File: src/rtl/gpio_pkg.sv
package gpio_pkg;

  // Register groups; the value times 16 is the group's base offset.
  typedef enum logic [3:0] {
    GRP_DIR  = 4'd0,
    GRP_POL  = 4'd1,
    GRP_DATA = 4'd2,
    GRP_DSET = 4'd3,
    GRP_DCLR = 4'd4,
    GRP_REN  = 4'd5,
    GRP_FEN  = 4'd6,
    GRP_HEN  = 4'd7,
    GRP_LEN  = 4'd8,
    GRP_STAT = 4'd9,
    GRP_EDGE = 4'd10
  } reg_grp_e;

  localparam int GROUP_SPAN  = 16;
  localparam int BANK_STRIDE = 4;

  // Byte offset of one bank's register within a group.
  function automatic int reg_offset(input reg_grp_e grp, input int bank);
    return int'(grp) * GROUP_SPAN + bank * BANK_STRIDE;
  endfunction

  // Next status word: clear by write-one, then OR new events (events win).
  function automatic logic [31:0] w1c_merge(input logic [31:0] cur,
                                            input logic [31:0] clr,
                                            input logic [31:0] ev);
    return (cur & ~clr) | ev;
  endfunction

endpackage

File: src/rtl/gpio_sync.sv
module gpio_sync #(
  parameter int W = 96
) (
  input  logic         clk,
  input  logic         rst_n,
  input  logic [W-1:0] d_in,
  output logic [W-1:0] d_sync
);
  logic [W-1:0] stage1_q, stage2_q;

  always_ff @(posedge clk or negedge rst_n) begin
    if (!rst_n) begin
      stage1_q <= '0;
      stage2_q <= '0;
    end else begin
      stage1_q <= d_in;
      stage2_q <= stage1_q;
    end
  end

  assign d_sync = stage2_q;
endmodule

File: src/rtl/gpio_event_detect.sv
module gpio_event_detect #(
  parameter int W = 32
) (
  input  logic         clk,
  input  logic         rst_n,
  input  logic [W-1:0] smp,
  input  logic [W-1:0] pol,
  input  logic [W-1:0] rise_en,
  input  logic [W-1:0] fall_en,
  input  logic [W-1:0] high_en,
  input  logic [W-1:0] low_en,
  output logic [W-1:0] ev_edge,
  output logic [W-1:0] ev_level
);
  logic [W-1:0] adj, adj_prev_q, rose, fell;

  assign adj = smp ^ pol;

  always_ff @(posedge clk or negedge rst_n) begin
    if (!rst_n) adj_prev_q <= '0;
    else        adj_prev_q <= adj;
  end

  assign rose     = adj & ~adj_prev_q;
  assign fell     = ~adj & adj_prev_q;
  assign ev_edge  = (rose & rise_en) | (fell & fall_en);
  assign ev_level = (adj & high_en) | (~adj & low_en);
endmodule

File: src/rtl/gpio_bank_regs.sv
module gpio_bank_regs
  import gpio_pkg::*;
#(
  parameter int BANK_IDX = 0,
  parameter int W        = 32,
  parameter int ADDR_W   = 8
) (
  input  logic              clk,
  input  logic              rst_n,
  input  logic              wr_en,
  input  logic [ADDR_W-1:0] addr,
  input  logic [W-1:0]      wdata,
  input  logic [W-1:0]      smp,
  input  logic [W-1:0]      ev_edge,
  input  logic [W-1:0]      ev_level,
  output logic [W-1:0]      dir_q,
  output logic [W-1:0]      out_q,
  output logic [W-1:0]      pol_q,
  output logic [W-1:0]      ren_q,
  output logic [W-1:0]      fen_q,
  output logic [W-1:0]      hen_q,
  output logic [W-1:0]      len_q,
  output logic [W-1:0]      stat_q,
  output logic [W-1:0]      edge_q,
  output logic [W-1:0]      rdata
);
  localparam int NGRP = 11;

  logic [NGRP-1:0] hit;
  logic [W-1:0]    stat_clr;

  for (genvar g = 0; g < NGRP; g++) begin : g_dec
    assign hit[g] = (int'(addr) == reg_offset(reg_grp_e'(g), BANK_IDX));
  end

  assign stat_clr = (wr_en && hit[GRP_STAT]) ? wdata : '0;

  always_ff @(posedge clk or negedge rst_n) begin
    if (!rst_n) begin
      dir_q <= '0; out_q <= '0; pol_q <= '0;
      ren_q <= '0; fen_q <= '0; hen_q <= '0; len_q <= '0;
      stat_q <= '0; edge_q <= '0;
    end else begin
      if (wr_en && hit[GRP_DIR]) dir_q <= wdata;
      if (wr_en && hit[GRP_POL]) pol_q <= wdata;
      if (wr_en && hit[GRP_REN]) ren_q <= wdata;
      if (wr_en && hit[GRP_FEN]) fen_q <= wdata;
      if (wr_en && hit[GRP_HEN]) hen_q <= wdata;
      if (wr_en && hit[GRP_LEN]) len_q <= wdata;
      if (wr_en && hit[GRP_DATA])      out_q <= wdata;
      else if (wr_en && hit[GRP_DSET]) out_q <= out_q | wdata;
      else if (wr_en && hit[GRP_DCLR]) out_q <= out_q & ~wdata;
      stat_q <= w1c_merge(stat_q, stat_clr, ev_edge | ev_level);
      edge_q <= w1c_merge(edge_q, stat_clr, ev_edge);
    end
  end

  always_comb begin
    rdata = '0;
    if (hit[GRP_DIR])  rdata = dir_q;
    if (hit[GRP_POL])  rdata = pol_q;
    if (hit[GRP_DATA]) rdata = (dir_q & out_q) | (~dir_q & smp);
    if (hit[GRP_REN])  rdata = ren_q;
    if (hit[GRP_FEN])  rdata = fen_q;
    if (hit[GRP_HEN])  rdata = hen_q;
    if (hit[GRP_LEN])  rdata = len_q;
    if (hit[GRP_STAT]) rdata = stat_q;
    if (hit[GRP_EDGE]) rdata = edge_q;
  end
endmodule

File: src/rtl/pinbank_gpio.sv
module pinbank_gpio
  import gpio_pkg::*;
#(
  parameter int NUM_BANKS = 3,
  parameter int BANK_W    = 32,
  parameter int ADDR_W    = 8
) (
  input  logic                          clk,
  input  logic                          rst_n,
  input  logic                          reg_wr_en,
  input  logic [ADDR_W-1:0]             reg_addr,
  input  logic [BANK_W-1:0]             reg_wdata,
  output logic [BANK_W-1:0]             reg_rdata,
  input  logic [NUM_BANKS*BANK_W-1:0]   pad_in,
  output logic [NUM_BANKS*BANK_W-1:0]   pad_out,
  output logic [NUM_BANKS*BANK_W-1:0]   pad_oe,
  output logic                          irq
);
  localparam int NPINS = NUM_BANKS * BANK_W;

  logic [NPINS-1:0]  smp_all;
  logic [NPINS-1:0]  ev_edge_all, ev_level_all, ev_set_all;
  logic [NPINS-1:0]  stat_all, edge_all;
  logic [BANK_W-1:0] rd_bank [NUM_BANKS];

  gpio_sync #(.W(NPINS)) sync_i (
    .clk(clk), .rst_n(rst_n), .d_in(pad_in), .d_sync(smp_all)
  );

  for (genvar b = 0; b < NUM_BANKS; b++) begin : g_bank
    logic [BANK_W-1:0] pol, ren, fen, hen, len;

    gpio_bank_regs #(.BANK_IDX(b), .W(BANK_W), .ADDR_W(ADDR_W)) regs_i (
      .clk(clk), .rst_n(rst_n),
      .wr_en(reg_wr_en), .addr(reg_addr), .wdata(reg_wdata),
      .smp(smp_all[b*BANK_W +: BANK_W]),
      .ev_edge(ev_edge_all[b*BANK_W +: BANK_W]),
      .ev_level(ev_level_all[b*BANK_W +: BANK_W]),
      .dir_q(pad_oe[b*BANK_W +: BANK_W]),
      .out_q(pad_out[b*BANK_W +: BANK_W]),
      .pol_q(pol), .ren_q(ren), .fen_q(fen), .hen_q(hen), .len_q(len),
      .stat_q(stat_all[b*BANK_W +: BANK_W]),
      .edge_q(edge_all[b*BANK_W +: BANK_W]),
      .rdata(rd_bank[b])
    );

    gpio_event_detect #(.W(BANK_W)) det_i (
      .clk(clk), .rst_n(rst_n),
      .smp(smp_all[b*BANK_W +: BANK_W]),
      .pol(pol), .rise_en(ren), .fall_en(fen), .high_en(hen), .low_en(len),
      .ev_edge(ev_edge_all[b*BANK_W +: BANK_W]),
      .ev_level(ev_level_all[b*BANK_W +: BANK_W])
    );
  end

  assign ev_set_all = ev_edge_all | ev_level_all;

  always_comb begin
    reg_rdata = '0;
    for (int b = 0; b < NUM_BANKS; b++) reg_rdata = reg_rdata | rd_bank[b];
  end

  assign irq = |stat_all;
endmodule

File: config.mk
export PLATFORM = sky130hd
export DESIGN_NAME = pinbank_gpio
export DESIGN_NICKNAME = d
export VERILOG_FILES = /design/src/rtl/gpio_pkg.sv /design/src/rtl/gpio_sync.sv /design/src/rtl/gpio_event_detect.sv /design/src/rtl/gpio_bank_regs.sv /design/src/rtl/pinbank_gpio.sv
export SDC_FILE = /design/constraint.sdc
export NUM_CORES = 2
export LEC_CHECK = 0
export ABC_AREA = 1
export CAP_MARGIN = 10
export CELL_PAD_IN_SITES_DETAIL_PLACEMENT = 1
export CELL_PAD_IN_SITES_GLOBAL_PLACEMENT = 1
export CORE_ASPECT_RATIO = 1.25
export CORE_MARGIN = 2
export CORE_UTILIZATION = 25
export CTS_BUF_LIST = sky130_fd_sc_hd__clkbuf_8
export DETAILED_ROUTE_END_ITERATION = 10
export PLACE_DENSITY_LB_ADDON = 0.1
export REMOVE_ABC_BUFFERS = 1
export SETUP_SLACK_MARGIN = 0.5
export SYNTH_ARGS = -nofsm -noshare
export SYNTH_HDL_FRONTEND = slang
export SYNTH_HIERARCHICAL = 1
export SYNTH_SLANG_ARGS = --single-unit
File: constraint.sdc
create_clock -name clk -period 2.2 [get_ports clk]
set_input_delay 0.44 -clock clk [delete_from_list [all_inputs] [get_ports clk]]
set_output_delay 0.44 -clock clk [all_outputs]
set_load 0.05 [all_outputs]
# Yosys cells after proc, flatten, opt, wreduce, memory -nomap -nowiden
# Index checks and enable logic that the tools add are counted.
[word_totals]
ff_bits = 1152
input_bits = 139
output_inout_bits = 225
[classes]
n_eq_ne = 32
mux = 39
bitwise = 72
n_reduce_logical = 35
[ops]
columns = ["cell", "count"]
rows = [
  ["32-bit two-way mux", 39],
  ["32-bit bitwise AND", 33],
  ["32-bit bitwise OR", 23],
  ["32-bit NOT", 13],
  ["8-bit equality test, second input constant", 21],
  ["96-bit OR reduction", 1],
  ["32-bit XOR", 3],
  ["8-bit by 7-bit equality test with 1-bit output, second input constant", 6],
  ["1-bit logical AND", 30],
  ["8-bit by 6-bit equality test with 1-bit output, second input constant", 3],
  ["3-bit nonzero test", 3],
  ["8-bit by 4-bit equality test with 1-bit output, second input constant", 1],
  ["8-bit by 5-bit equality test with 1-bit output, second input constant", 1],
  ["8-bit logical NOT", 1],
]

# Logic depth before layout (Yosys ltp)
[depth]
ltp_word = 12
depth_mapped = 17
ltp_nobuf = 16

# By module
# The synthesis kept the hierarchy.
[modules_own_cells]
columns = ["module", "n_inst", "cells_each", "area_each_um2", "seq_area_each_um2"]
rows = [
  ["gpio_bank_regs (g_bank[1].regs_i ...)", 2, 1758, 13780.7, 7206.9],
  ["gpio_bank_regs (g_bank[0].regs_i)", 1, 1620, 13165.1, 7206.9],
  ["gpio_event_detect", 3, 576, 3203.1, 800.8],
  ["gpio_sync", 1, 192, 4804.6, 4804.6],
  ["pinbank_gpio", 1, 126, 554.3, 0.0],
]

# Worst setup path after synthesis
# No wires, ideal clock.
[synth_timing]
path_type = "input to output"
start = "input port reg_addr[3]"
end = "output port reg_rdata[29]"
arrival_time_ps = 2135
t_required_ps = 1760
setup_slack_ps = -375
stages = 12
path_buffers = 1
cell_sequence = "nor2_2 nand2_4 nor2_4 inv_2 nor2_8 inv_2 buf_6 o22ai_1 nand3_1 a21oi_1 nand2_1 or3_1"
[synth_lines]
columns = ["item", "line_no", "rtl"]
rows = [
  ["start: declaration", "pinbank_gpio.sv:11", "input logic [ADDR_W-1:0] reg_addr,"],
  ["end: declaration", "pinbank_gpio.sv:13", "output logic [BANK_W-1:0] reg_rdata,"],
]

==> run_results.csv <==
group,metric,value,unit
status,run_status,"finished with violations",
status,failed_checks,"setup timing",
floorplan,core_area,221400,um2
cts,cts_tree,"built",
route,drt-initial-drc-count,3118,
synth,synth_cell_types,40,
pwr,p_total,53160,uW
timing,tns,-39.92,ns
pwr,switching_power,15860,uW
cts,clk_latency,1.01,ns
pwr,ir_drop,0.0004242,V
synth,synth_simple_gate_area_share,29.06,%
synth,synth_compound_area_share,11.22,%
floorplan,die_x,426.2,um
timing,clock_skew,0.05976,ns
global_routing,grtUsageTotal,23.73,%
cells_and_area,nets,8852,
worst_hold_path,worstHoldStart,"pad_in[39]",
cts,clk_pin_slew,0.06,ns
placement,placedCellCount,11220,
route,dr_total_vias,54850,
timing,timing_worst_slew_pin_value,0.9556,ns
timing,min_period,3.489,ns
floorplan,initial_core_util,25.15,%
synth,synth_mux_area_share,0.1460,%
pwr,internal-power,37310,uW
route,vias_per_cell,4.645,
timing,finalWorstSetupSlack,-1.289,ns
critical_path,cp-end-kind,"output port",
synth,synth_area,55690,um2
critical_path,cp_num_buf_inv,3,
synth,synth_top_cells_by_area,"dfrtp_1 52%, nand2_1 16%, o21ai_0 7.3%",
cells_and_area,fin_cells,11810,
floorplan,rows,193,
critical_path,crit_chain,"or2_4 -> o21ai_2 -> nor2_1 -> nor2_1 -> nand3_1 -> nand2_1 -> nand4_1 -> buf_6 -> or3_4 -> buf_12 -> buf_12",
global_routing,grt_max_degree,65,
floorplan,die_h,531.7,um
cells_and_area,syn_to_final_growth,44.51,%
global_routing,grt_pass1_wl,397500,um
synth,synth_top_area_cell,"dfrtp_1",
worst_hold_path,hold_end,"sync_i/stage1_q[39]",
route,wl,270800,um
synth,synth-seq-cells,1152,
placement,hpwl,195700,um
route,dr.pass1.iters,7,
pwr,comb_power_share,15.2,%
critical_path,rrSetupSlack,0.84,ns
synth,synth_warnings,6,
pwr,power-per-cell-area,660.5,nW/um2
synth,async_reset_ff_share,100.0,%
cts,cts_max_path_buffers,4,
worst_hold_path,hold_class,"primary input to flop",
cts,cts_sinks,1152,
flow_run,cap_violations,0,
cells_and_area,drive_gt1_share,27.37,%
critical_path,critPathArrivalTime,3.05,ns
route,drc,0,
timing,timing.final.crit_share,158.6,%
worst_hold_path,hold_path_depth,1,
global_routing,grt_pass1_vias,58250,
pwr,p_leak,0.03792,uW
floorplan,die_area,226600,um2
placement,port_buffers,363,
pwr,pwr-share-seq,43.3,%
floorplan,io_pins,364,
timing,fmaxAchievable,286.6,MHz
critical_path,reg2reg_from,"sync_i/d_sync[47]",
route,ant_nets,0,
synth,syn_area_per_cell,7.755,um2
global_routing,antenna_found_initial,15,
critical_path,max_stage_delay,0.41,ns
synth,synth_top_family_by_area,"simple AND/OR/NAND/NOR gates",
synth,synthXorXnorAreaFrac,0,%
critical_path,cp-start-kind,"flop",
timing,rsz0062_at_grt,"yes",
route,wl_per_cell,22.93,um
synth,synth_top_flop_cell,"dfrtp_1",
synth,synth_top_area_share,51.76,%
critical_path,crit_fanout,3,
synth,synthAdderAreaFrac,0,%
critical_path,r2r-end,"g_bank[1].regs_i/stat_q[15]",
critical_path,crit_family,"simple AND/OR/NAND/NOR gates",
pwr,swShare,29.82,%
synth,synth_edf_count,0,
pwr,p_clk_share,41.5,%
cts,cts_buffers,225,
critical_path,worstSetupPathType,"flop to output port",
cts,htreeDepth,4,
critical_path,crit_slowest_cell,"dfrtp_1",
timing,hold_viol_final,0,
synth,synth.yosys.seq_area_share,51.76,%
critical_path,r2r_cells,8,
timing,relSlewSlack,35.95,%
cts,cts_root_buffer,"clkbuf_8",
global_routing,grt_overflow,0,
timing,finalSetupViolations,65,
cells_and_area,stdcell_area,80490,um2
placement,place_area,71230,um2
timing,final_max_slew_viol_count,0,
placement,gp_congestion,0.8559,
critical_path,critPathRequiredTime,1.76,ns
synth,synthCells,7182,
how the worst max path moves through the flow:
stage / startpoint / to / slack, ns / depth (start not counted)
floorplan: reg_addr[3] / reg_rdata[0] / -2.02 / 13
global placement: reg_addr[6] / reg_rdata[15] / -1.95 / 15
detailed placement: reg_addr[6] / reg_rdata[15] / -1.97 / 15
CTS: g_bank[0].regs_i/dir_q[1] / reg_rdata[1] / -1.37 / 16
global route: g_bank[2].regs_i/dir_q[18] / reg_rdata[18] / -1.48 / 11
finish: g_bank[2].regs_i/dir_q[18] / reg_rdata[18] / -1.29 / 11
cell type report:
type                       count  area [um2]
timing repair buffer        1565       16830
clock inverter               101       470.5
clock buffer                 288        3964
inverter                     840        3169
fill                       26300      141000
tap                         2925        3660
sequential                  1152       28890
multi-input combinational   4929       23480
antenna                        9       22.52
through the flow:
| stage | setup WS, ns | utilization, % | hold slack, ns |
|---|---|---|---|
| final | -1.289 | 36.35 | 0.1080 |
| after global routing | -1.477 | 36.35 | 0.02983 |
| after CTS | -1.375 | 35.49 | 0.008030 |
| after detailed placement | -1.969 | 32.17 | 0.3363 |
| after global placement | -1.954 | 32.17 | 0.3328 |
| after floorplan | -2.022 | - | 0.1444 |
cells in the mapped netlist, types with 12 or more instances:
cell       instances
nand3_1          566
inv_1            713
buf_1             12
or3_1             32
a21oi_1           63
buf_4             12
o211ai_1          60
or2_2             21
nand2_2          302
clkbuf_1         117
nand4_1           92
inv_2            125
o21ai_0          811
nor2_1           339
nand2_1         2308
buf_2            117
o21ai_1          228
nor2_4            16
o2111ai_1         15
dfrtp_1         1152
placed cells by master, fill, tap and decap left out, types with 15 or more instances in the layout:
cell,count
nor2_4,28
clkbuf_8,288
nand2_2,354
nand2_4,23
or3_4,32
or2_2,15
inv_2,141
o21ai_0,780
o21ai_1,244
nand2_1,2241
buf_12,192
nor2_1,292
nand3_2,36
nor2_2,41
inv_1,774
buf_6,280
dfrtp_2,50
o2111ai_1,15
buf_8,138
a21oi_1,56
nand3_1,532
dlygate4sd3_1,96
dfrtp_1,1102
buf_4,725
clkdlybuf4s50_1,128
o211ai_1,60
nand4_1,92
sequential cells by signal (all words and copies together), names as in the netlist, named ones only:
signal,count
g_bank.det_i/adj_prev_q,96
g_bank.regs_i/dir_q,96
g_bank.regs_i/ren_q,96
g_bank.regs_i/fen_q,96
sync_i/stage1_q,96
sync_i/d_sync,96
g_bank.regs_i/edge_q,96
g_bank.regs_i/hen_q,96
g_bank.regs_i/stat_q,96
g_bank.regs_i/pol_q,96
g_bank.regs_i/len_q,96
kinds of logic (layout without fill, tap and decap cells):
| family | Yosys count | count (layout) |
|---|---|---|
| and+or+nand+nor | 3723 | 3723 |
| AOI/OAI and AO/OA | 1198 | 1198 |
| DFF | 1152 | 1152 |
| muxes | 8 | 8 |
| buffers and inverters | 1101 | 2794 |
| other | 0 | 9 |
power by group through the flow:
stage	sequential (uW)	combinational, uW	clock (uW)
2_1_floorplan	24200	2010	0
3_3_place_gp	23300	7110	0
3_5_place_dp	23300	7210	0
4_1_cts	23000	7740	22900
5_1_grt	23100	8780	23800
6_report	23000	8100	22100
repair_timing:
item,in CTS,in global routing
endpoints found under the hold margin,1036,0
pin swaps,140,127
setup endpoints to repair,731,276
resized for setup,669,454
cloned,1,0
hold buffers,97,0
setup buffers,55,37
layer usage:
| metal | up-vias | global-route usage [%] | part of all wire [%] |
|---|---|---|---|
| li1 | 26010 | - | - |
| met1 | 27430 | 31.13 | 45 |
| met2 | 1002 | 39.90 | 48 |
| met3 | 409 | 2.845 | 3.3 |
| met4 | 0 | 8.657 | 4.0 |
| met5 | - | 0 | 0 |
Note: power is estimated with default switching activity, not from simulation.
